**config.mk**
```make
export PLATFORM = sky130hd
export DESIGN_NAME = ntsram_core
export DESIGN_NICKNAME = d
export VERILOG_FILES = /design/src/rtl/ntsram_pkg.sv /design/src/rtl/ntsram_burst.sv /design/src/rtl/ntsram_array.sv /design/src/rtl/ntsram_rdstage.sv /design/src/rtl/ntsram_core.sv
export SDC_FILE = /design/constraint.sdc
export NUM_CORES = 2
export LEC_CHECK = 0
export ABC_AREA = 0
export CORE_MARGIN = 4
export CORE_UTILIZATION = 30
export CTS_CLUSTER_SIZE = 8
export DETAILED_ROUTE_END_ITERATION = 8
export PLACE_DENSITY = 0.53
export RECOVER_POWER = 50
export SETUP_SLACK_MARGIN = 0.1
export SLEW_MARGIN = 40
export SYNTH_ARGS = -nofsm -noshare
export SYNTH_HDL_FRONTEND = slang
export SYNTH_SLANG_ARGS = --single-unit
```
**constraint.sdc**
```tcl
create_clock -name clk -period 6.4 [get_ports clk]
set_clock_uncertainty 0.05 [all_clocks]
set_input_delay 1.28 -clock clk [delete_from_list [all_inputs] [get_ports clk]]
set_output_delay 1.28 -clock clk [all_outputs]
set_load 0.01 [all_outputs]
```
**src/rtl/ntsram_pkg.sv**
```systemverilog
package ntsram_pkg;
   typedef enum logic [1:0] {
      OP_IDLE = 2'd0,
      OP_RD   = 2'd1,
      OP_WR   = 2'd2
   } op_e;
endpackage

```
**src/rtl/ntsram_burst.sv**
```systemverilog
// Burst address generator: holds the start address and a 2-bit beat count.
module ntsram_burst #(
   parameter int ADDR_W = 6
) (
   input  logic              clk,
   input  logic              rst,
   input  logic              en,
   input  logic              load,
   input  logic              advance,
   input  logic              ilv,
   input  logic [ADDR_W-1:0] addr_in,
   output logic [ADDR_W-1:0] addr_out
);
   logic [ADDR_W-1:0] base_q;
   logic [1:0]        cnt_q;
   logic [1:0]        cnt_nx;
   logic [1:0]        low_nx;

   assign cnt_nx = cnt_q + 2'd1;
   assign low_nx = ilv ? (base_q[1:0] ^ cnt_nx) : (base_q[1:0] + cnt_nx);
   assign addr_out = load ? addr_in : {base_q[ADDR_W-1:2], low_nx};

   always_ff @(posedge clk) begin
      if (rst) begin
         base_q <= '0;
         cnt_q  <= '0;
      end else if (en) begin
         if (load) begin
            base_q <= addr_in;
            cnt_q  <= '0;
         end else if (advance) begin
            cnt_q <= cnt_nx;
         end
      end
   end
endmodule

```
**src/rtl/ntsram_array.sv**
```systemverilog
// Storage: one memory per byte lane, written under its own strobe.
module ntsram_array #(
   parameter  int ADDR_W = 6,
   parameter  int LANES  = 4,
   parameter  int LANE_W = 8,
   localparam int DW     = LANES * LANE_W,
   localparam int DEPTH  = 1 << ADDR_W
) (
   input  logic              clk,
   input  logic              wr_en,
   input  logic [ADDR_W-1:0] wr_addr,
   input  logic [LANES-1:0]  wr_lane,
   input  logic [DW-1:0]     wr_data,
   input  logic [ADDR_W-1:0] rd_addr,
   output logic [DW-1:0]     rd_data
);
   for (genvar l = 0; l < LANES; l++) begin : g_lane
      logic [LANE_W-1:0] cells [DEPTH];

      always_ff @(posedge clk) begin
         if (wr_en && wr_lane[l]) begin
            cells[wr_addr] <= wr_data[l*LANE_W +: LANE_W];
         end
      end

      assign rd_data[l*LANE_W +: LANE_W] = cells[rd_addr];
   end
endmodule

```
**src/rtl/ntsram_rdstage.sv**
```systemverilog
// Output register with per-lane bypass of a data beat committed on the same edge.
module ntsram_rdstage #(
   parameter  int ADDR_W = 6,
   parameter  int LANES  = 4,
   parameter  int LANE_W = 8,
   localparam int DW     = LANES * LANE_W
) (
   input  logic              clk,
   input  logic              rst,
   input  logic              en,
   input  logic              load_rd,
   input  logic [ADDR_W-1:0] rd_addr,
   input  logic [DW-1:0]     arr_data,
   input  logic              fwd_wr,
   input  logic [ADDR_W-1:0] fwd_addr,
   input  logic [LANES-1:0]  fwd_lane,
   input  logic [DW-1:0]     fwd_data,
   output logic [DW-1:0]     q,
   output logic              q_valid
);
   logic          hit;
   logic [DW-1:0] merged;

   assign hit = fwd_wr && (fwd_addr == rd_addr);

   for (genvar l = 0; l < LANES; l++) begin : g_mux
      assign merged[l*LANE_W +: LANE_W] = (hit && fwd_lane[l])
                                          ? fwd_data[l*LANE_W +: LANE_W]
                                          : arr_data[l*LANE_W +: LANE_W];
   end

   always_ff @(posedge clk) begin
      if (rst) begin
         q_valid <= 1'b0;
      end else if (en) begin
         q_valid <= load_rd;
         if (load_rd) begin
            q <= merged;
         end
      end
   end
endmodule

```
**src/rtl/ntsram_core.sv**
```systemverilog
module ntsram_core
   import ntsram_pkg::*;
#(
   parameter  int ADDR_W = 6,
   parameter  int LANES  = 4,
   parameter  int LANE_W = 8,
   localparam int DW     = LANES * LANE_W
) (
   input  logic              clk,
   input  logic              rst,
   input  logic              cke_n,
   input  logic              cs1_n,
   input  logic              cs2,
   input  logic              cs3_n,
   input  logic              adv,
   input  logic              we_n,
   input  logic [LANES-1:0]  bw_n,
   input  logic [ADDR_W-1:0] addr,
   input  logic              burst_ilv,
   input  logic [DW-1:0]     din,
   input  logic              oe_n,
   input  logic              sleep,
   output logic [DW-1:0]     dout,
   output logic              dout_en
);
   if (ADDR_W < 2) begin : g_bad_addr
      $error("ntsram_core: ADDR_W must cover the two burst bits");
   end
   if (LANES < 1 || LANE_W < 1) begin : g_bad_lane
      $error("ntsram_core: LANES and LANE_W must be positive");
   end

   // Sleep request passes two flops; the second one freezes the block.
   logic [1:0] slp_q;
   logic       asleep;
   logic       en;

   assign asleep = slp_q[1];
   assign en     = !cke_n && !asleep;

   // Command decode
   logic              selected;
   logic              load;
   logic              advance;
   op_e               burst_op;
   op_e               new_op;
   logic [ADDR_W-1:0] cur_addr;

   assign selected = !cs1_n && cs2 && !cs3_n;
   assign load     = !adv && selected;
   assign advance  = adv && (burst_op != OP_IDLE);

   always_comb begin
      if (!adv) begin
         if (selected) new_op = we_n ? OP_RD : OP_WR;
         else          new_op = OP_IDLE;
      end else begin
         new_op = burst_op;
      end
   end

   ntsram_burst #(.ADDR_W(ADDR_W)) i_burst (
      .clk      (clk),
      .rst      (rst),
      .en       (en),
      .load     (load),
      .advance  (advance),
      .ilv      (burst_ilv),
      .addr_in  (addr),
      .addr_out (cur_addr)
   );

   // Two command stages: the first feeds the array read, the second
   // meets its write data beat.
   op_e               s1_op, s2_op;
   logic [ADDR_W-1:0] s1_addr, s2_addr;
   logic [LANES-1:0]  s1_lane, s2_lane;

   always_ff @(posedge clk) begin
      if (rst) begin
         slp_q    <= '0;
         burst_op <= OP_IDLE;
         s1_op    <= OP_IDLE;
         s2_op    <= OP_IDLE;
      end else begin
         slp_q <= {slp_q[0], sleep};
         if (en) begin
            burst_op <= new_op;
            s1_op    <= new_op;
            s2_op    <= s1_op;
         end
      end
   end

   always_ff @(posedge clk) begin
      if (en) begin
         s1_addr <= cur_addr;
         s1_lane <= ~bw_n;
         s2_addr <= s1_addr;
         s2_lane <= s1_lane;
      end
   end

   logic          commit;
   logic [DW-1:0] arr_q;
   logic          q_valid;

   assign commit = en && (s2_op == OP_WR);

   ntsram_array #(.ADDR_W(ADDR_W), .LANES(LANES), .LANE_W(LANE_W)) i_array (
      .clk     (clk),
      .wr_en   (commit),
      .wr_addr (s2_addr),
      .wr_lane (s2_lane),
      .wr_data (din),
      .rd_addr (s1_addr),
      .rd_data (arr_q)
   );

   ntsram_rdstage #(.ADDR_W(ADDR_W), .LANES(LANES), .LANE_W(LANE_W)) i_rdstage (
      .clk      (clk),
      .rst      (rst),
      .en       (en),
      .load_rd  (s1_op == OP_RD),
      .rd_addr  (s1_addr),
      .arr_data (arr_q),
      .fwd_wr   (s2_op == OP_WR),
      .fwd_addr (s2_addr),
      .fwd_lane (s2_lane),
      .fwd_data (din),
      .q        (dout),
      .q_valid  (q_valid)
   );

   assign dout_en = q_valid && !oe_n && !asleep;
endmodule

```
Word-level counts from Yosys, hierarchy flattened
Memory sizes are Yosys's and may differ from the RTL's. A register that Yosys moved wholly into a read port is not among the register bits.
Index checks and enable logic that the tools add are counted.
{"block": "word_totals", "reg_bits": 35, "n_memories": 4, "wordCells": 61, "ramBits": 2048}
{"block": "op_classes", "bitwise": 4, "muxes": 15, "addsub": 2, "n_eq_ne": 2, "reduce_logical": 24}
{"name": "i_array.g_lane[0].cells", "words": 64, "word_bits": 8, "read_ports": 1, "rd_clocked_by_memory_dff": 1, "write_ports": 1, "line_no": "ntsram_array.sv:18", "source": "logic [LANE_W-1:0] cells [DEPTH];"}
{"name": "i_array.g_lane[1].cells", "words": 64, "word_bits": 8, "read_ports": 1, "rd_clocked_by_memory_dff": 1, "write_ports": 1, "line_no": "ntsram_array.sv:18"}
{"name": "i_array.g_lane[2].cells", "words": 64, "word_bits": 8, "read_ports": 1, "rd_clocked_by_memory_dff": 1, "write_ports": 1, "line_no": "ntsram_array.sv:18"}
{"name": "i_array.g_lane[3].cells", "words": 64, "word_bits": 8, "read_ports": 1, "rd_clocked_by_memory_dff": 1, "write_ports": 1, "line_no": "ntsram_array.sv:18"}
{"cell": "$logic_and A1 B1 Y1", "n": 12}
{"cell": "$mux W2", "n": 6}
{"cell": "$mux W1", "n": 8}
{"cell": "$logic_not A1 Y1", "n": 6}
{"cell": "$mux W6", "n": 1}
{"cell": "$reduce_and A2 Y1", "n": 3}
{"cell": "$not A4 Y4", "n": 1}
{"cell": "$reduce_bool A2 Y1", "n": 2}
{"cell": "$reduce_and A3 Y1", "n": 1}
{"cell": "$add A2 B1 Y2 const B", "n": 1}
{"cell": "$add A2 B2 Y2", "n": 1}
{"cell": "$eq A2 B1 Y1 const B", "n": 1}
{"cell": "$eq A2 B2 Y1 const B", "n": 1}
{"cell": "$not A1 Y1", "n": 2}
{"cell": "$xor A2 B2 Y2", "n": 1}

Depth between registers and ports, before layout
{"block": "depth", "ltp_word": 6, "depth_mapped": 12}

By module
From an unflattened synthesis, not the netlist that was laid out.
{"block": "hier_totals", "cells_unflattened": 3762, "area_unflattened_um2": 81471.9}
{"mod": "ntsram_array", "cells_each": 3575, "instances": 1, "area_per_inst_um2": 78650.4}
{"mod": "ntsram_rdstage", "cells_each": 82, "instances": 1, "area_per_inst_um2": 1482.7}
{"mod": "ntsram_core", "cells_each": 53, "instances": 1, "area_per_inst_um2": 882.1}
{"mod": "ntsram_burst", "cells_each": 52, "instances": 1, "area_per_inst_um2": 456.7}

Least setup slack after synthesis
Ideal clock, no wire load.
{"block": "synth_timing", "path_type": "input -> register", "startpoint": "input port cke_n", "endpoint": "register i_rdstage.q[0], read port of i_array.g_lane[0].cells, enable pin", "cell_stages": 5, "arrival_time_ns": 3.764, "path_slack_ns": 2.165, "t_required_ns": 5.929, "path_cell_list": "or2_2 > clkbuf_1 > inv_1 > nand3b_1 > nor2_1"}
{"block": "synth_via", "elab_chain_len": 3}
{"item": "start, declared", "line_no": "ntsram_core.sv:11", "source": "input logic cke_n,"}
{"item": "$logic_not A1 Y1", "line_no": "ntsram_core.sv:39", "source": "assign en = !cke_n && !asleep;"}
{"item": "$logic_and A1 B1 Y1", "line_no": "ntsram_core.sv:39"}
{"item": "named net en", "line_no": "ntsram_core.sv:36", "source": "logic en;"}
{"item": "$reduce_and A3 Y1 (no source line)"}
{"item": "end, declared", "line_no": "ntsram_rdstage.sv:18", "source": "output logic [DW-1:0] q,"}
The timed path passes the listed nets, and every way through them passes these cells.
A chain may end at the register's enable or synchronous reset.

Worst setup path after layout
{"block": "layout_timing", "startpoint": "input port cke_n", "endpoint": "memory i_array.g_lane[0].cells[44][0], enable pin"}
{"block": "layout_via", "elab_chain_len": 6}
{"item": "$logic_not A1 Y1", "line_no": "ntsram_core.sv:39"}
{"item": "$logic_and A1 B1 Y1", "line_no": "ntsram_core.sv:39"}
{"item": "$logic_and A1 B1 Y1", "line_no": "ntsram_core.sv:108", "source": "assign commit = en && (s2_op == OP_WR);"}
{"item": "$logic_and A1 B1 Y1", "line_no": "ntsram_array.sv:21", "source": "if (wr_en && wr_lane[l]) begin"}
{"item": "$mux W1", "line_no": "ntsram_array.sv:21"}
{"item": "$mux W1 (not written as such)", "line_no": "ntsram_array.sv:22", "source": "cells[wr_addr] <= wr_data[l*LANE_W +: LANE_W];"}
{"item": "end, declared", "line_no": "ntsram_array.sv:18"}
No other way between the ends.

==> flow_summary_export.csv <==
group,metric,value,unit
yosys,synth_fa_ha_area_share,0.01526,%
grt,antenna_found_initial,21,
timing,post-route-period-util,70.59,%
final_layout,final_util,35.02,%
yosys,syn_avg_cell_area,19.83,um^2
routing,num_vias,41930,
yosys,synth_nets,4189,
grt,grt_pass1_vias,42410,
clock_network,cts_setup_buffers,0,
worst_setup_path,arrival,5.00,ns
yosys,synth_mux_area_share,14.09,%
yosys,ys.flop_type,"edfxtp_1",
clock_network,htreeDepth,5,
worst_setup_path,cp-start-kind,"primary input",
die,coreArea,271500,um^2
final_layout,nNetsFinal,4443,
power,vdd_drop_max,0.1812,mV
grt,grt_pass1_wl,336600,um
grt,grt_use_total,16.89,%
place,portBuffers,85,
clock_network,hold_buffers,0,
yosys,synth-xor-area-share,0.1068,%
final_layout,nFillCells,25040,
yosys,synth_top_family_by_area,"multiplexers",
timing,min_period,4.518,ns
yosys,synth_simple_gate_area_share,3.686,%
outcome,run_status,"finished with violations",
worst_setup_path,crit_path_start,"cke_n",
timing,setup_tns,0,ns
final_layout,layout-drive-gt1-share,18.52,%
yosys,ys_seq_elements,2115,
clock_network,numCtsBuffers,315,
clock_network,clockBufferDepth,4,
place,place_inst,7641,
yosys,synth-edff-count,2100,
hold_path,timing.hold.worst.class,"flip-flop to flip-flop",
die,die_x,530.8,um
worst_setup_path,critPathSlowestCell,"nand2_1",
timing,setup_viol,0,
grt,grt.overflow.total,0,
clock_network,cts_resized,0,
flow_run,drv_cap,43,
worst_setup_path,reg2reg_slack,2.26,ns
routing,drc,0,
timing,final_max_slew_viol_count,2053,
yosys,synth_area,82000,um^2
yosys,synth-seq-area-share,77.26,%
clock_network,clk_pin_slew_worst_paths,0.05,ns
final_layout,fin_area,95080,um^2
die,die_area,281800,um^2
routing,firstDrtPassIters,7,
timing,max_freq,0.2213,GHz
grt,grt_max_degree,108,
yosys,async_flop_share,0,%
worst_setup_path,required,6.88,ns
yosys,synth_compound_area_share,3.183,%
outcome,violations,"capacitance limit, slew limit",
yosys,synthCells,4135,
die,dieHeight,530.8,um
routing,wl_per_cell,30.24,um
timing,rsz0062_at_grt,"no",
worst_setup_path,crit_path_max_incr_delay,0.75,ns
clock_network,clockRootBuffer,"clkbuf_16",
worst_setup_path,worst-path-max-fanout,49,
die,core.rowCount,191,
final_layout,syn_to_final_growth,15.95,%
clock_network,cts.sinks,2115,
power,p_total,30.86,mW
place,dp_hpwl,151800,um
routing,wirelength,241900,um
power,p_per_area,324.5,nW/um^2
worst_setup_path,critPathKind,"primary input to flip-flop",
yosys,synth_cell_types,61,
timing,finalHoldViolations,0,
die,pin_count,86,
place,placed_cell_area,87070,um^2
timing,worstMarginPinSlew,4.041,ns
die,initial_core_util,30.21,%
worst_setup_path,r2r_end,"i_rdstage.q[26]$_DFFE_PP_",
worst_setup_path,worstSetupEndpointType,"flip-flop",
worst_setup_path,reg2reg_from,"s1_addr[2]$_DFFE_PN_",
yosys,yosysWarnings,0,
timing,slew_headroom,-169.4,%
clock_network,cts_tree,"yes",
power,p_leak,29.09,nW
worst_setup_path,ff2ff_path_depth,8,
routing,vias_per_cell,5.242,
final_layout,layout.cells.non_filler,8000,
worst_setup_path,path_cells,"dlygate4sd3_1 > nor4b_1 > clkbuf_1 > nand2_1 > buf_4 > nor2_1",
clock_network,worstSkewPairLatency,0.92,ns
routing,drt_first_iter_violations,5242,
routing,ant_nets,0,
place,gp_congestion,0.8251,
worst_setup_path,crit_end,"i_array.g_lane[0].cells[44][0]$_DFFE_PP_",
## final cells by class
| cell class | count | area, um^2 | area share [%] |
|---|---|---|---|
| antenna | 14 | 35.03 | 0.03685 |
| tap | 3570 | 4467 | 4.698 |
| sequential | 2115 | 63360 | 66.64 |
| timing repair buffer | 187 | 1514 | 1.592 |
| clock buffer | 336 | 8132 | 8.552 |
| clock inverter | 8 | 83.83 | 0.08817 |
| inverter | 7 | 26.28 | 0.02763 |
| multi-input combinational | 1763 | 17460 | 18.37 |
## registers in the layout, summed over array words and instances, names as in the netlist, 4 cells and up
signal and cells:
s2_addr 6, s1_addr 6, i_array.g_lane.cells 2048, i_burst.base_q 6, s1_lane 4, i_rdstage.q 32, s2_lane 4
## layout by cell type (no fill, tap or decap), types with 48 or more instances in the layout
cell type and instances:
nand3_1 93, buf_4 52, clkbuf_16 323, edfxtp_1 2100, a22oi_1 179, mux2i_1 331, nand4_1 48, a21oi_1 52
nor2_1 266, mux4_2 346, nand2_1 168, clkbuf_1 65
## Yosys cell counts, drive strengths merged, types with 2 or more instances
master,instances,area [um^2]
o221ai,2,17.52
a22oi,179,1344
dfxtp,15,300.3
nand4,48,300.3
o22ai,47,294.0
nand3b,2,15.01
mux2,7,78.83
and3,4,25.02
and3b,3,26.28
a21oi,52,260.3
xnor2,10,87.58
mux4,360,8160
and2,7,43.79
or2,2,12.51
and4,7,61.31
nand2b,6,37.54
nor2b,17,106.4
nand3,93,465.5
nor3b,8,60.06
nand2,192,720.7
a31oi,4,25.02
nor2,277,1052
nor3,7,35.03
clkbuf,97,369.1
o22a,2,17.52
inv,7,26.28
a2111oi,6,52.55
buf,152,954.7
o211ai,2,15.01
nor4b,2,23.77
o21ai,22,110.1
edfxtp,2100,63060
mux2i,331,3313
a211oi,30,225.2
a22o,7,61.31
a221o,6,60.06
o31ai,9,67.56
## stage by stage
step	setup WS, ns	hold WS (ns)
after floorplan	2.165	0.3503
after global placement	1.940	0.3567
after detailed placement	1.983	0.3635
after CTS	2.589	0.3689
after global routing	1.702	0.3739
final	1.882	0.3726
## report_power, final
part / internal [mW] / total, mW / leakage, nW / switching, mW
registers: 15.3 / 15.3 / 19.0 / 0.0123
logic: 0.359 / 1.19 / 6.06 / 0.830
clock network: 8.82 / 14.3 / 4.03 / 5.53
## cells by family after synthesis
logic type / count (synthesis)
compound gates: 375
xor+xnor: 10
fa+ha+maj: 1
buf+inv: 257
flops: 2115
mux: 698
simple gates: 679
## worst min-delay path by stage
stage / slack (ns) / cells past startpoint / startpoint / endpoint
6_report: 0.37 / 0 / s1_lane[1]$_DFFE_PN_ / s2_lane[1]$_DFFE_PN_
5_1_grt: 0.37 / 0 / s1_lane[3]$_DFFE_PN_ / s2_lane[3]$_DFFE_PN_
4_1_cts: 0.37 / 0 / s1_lane[3]$_DFFE_PN_ / s2_lane[3]$_DFFE_PN_
3_5_place_dp: 0.36 / 0 / s1_lane[1]$_DFFE_PN_ / s2_lane[1]$_DFFE_PN_
3_3_place_gp: 0.36 / 0 / s1_lane[0]$_DFFE_PN_ / s2_lane[0]$_DFFE_PN_
2_1_floorplan: 0.35 / 0 / s1_lane[0]$_DFFE_PN_ / s2_lane[0]$_DFFE_PN_
## per-layer routing
layer  wire, um  global-route usage [%]  vias to the layer above
met3      20030                   3.958                      443
met5         42                       0                        -
li1           -                       -                    17330
met1     101500                   23.30                    22010
met2     111100                   26.05                     2144
met4       9287                   6.202                        6
## worst max-delay path, delay by kind of cell
kind	cells	cell delay [ns]
buf+inv	3	1.80
simple gates	3	1.84
Note: power is estimated with default switching activity, not from simulation.
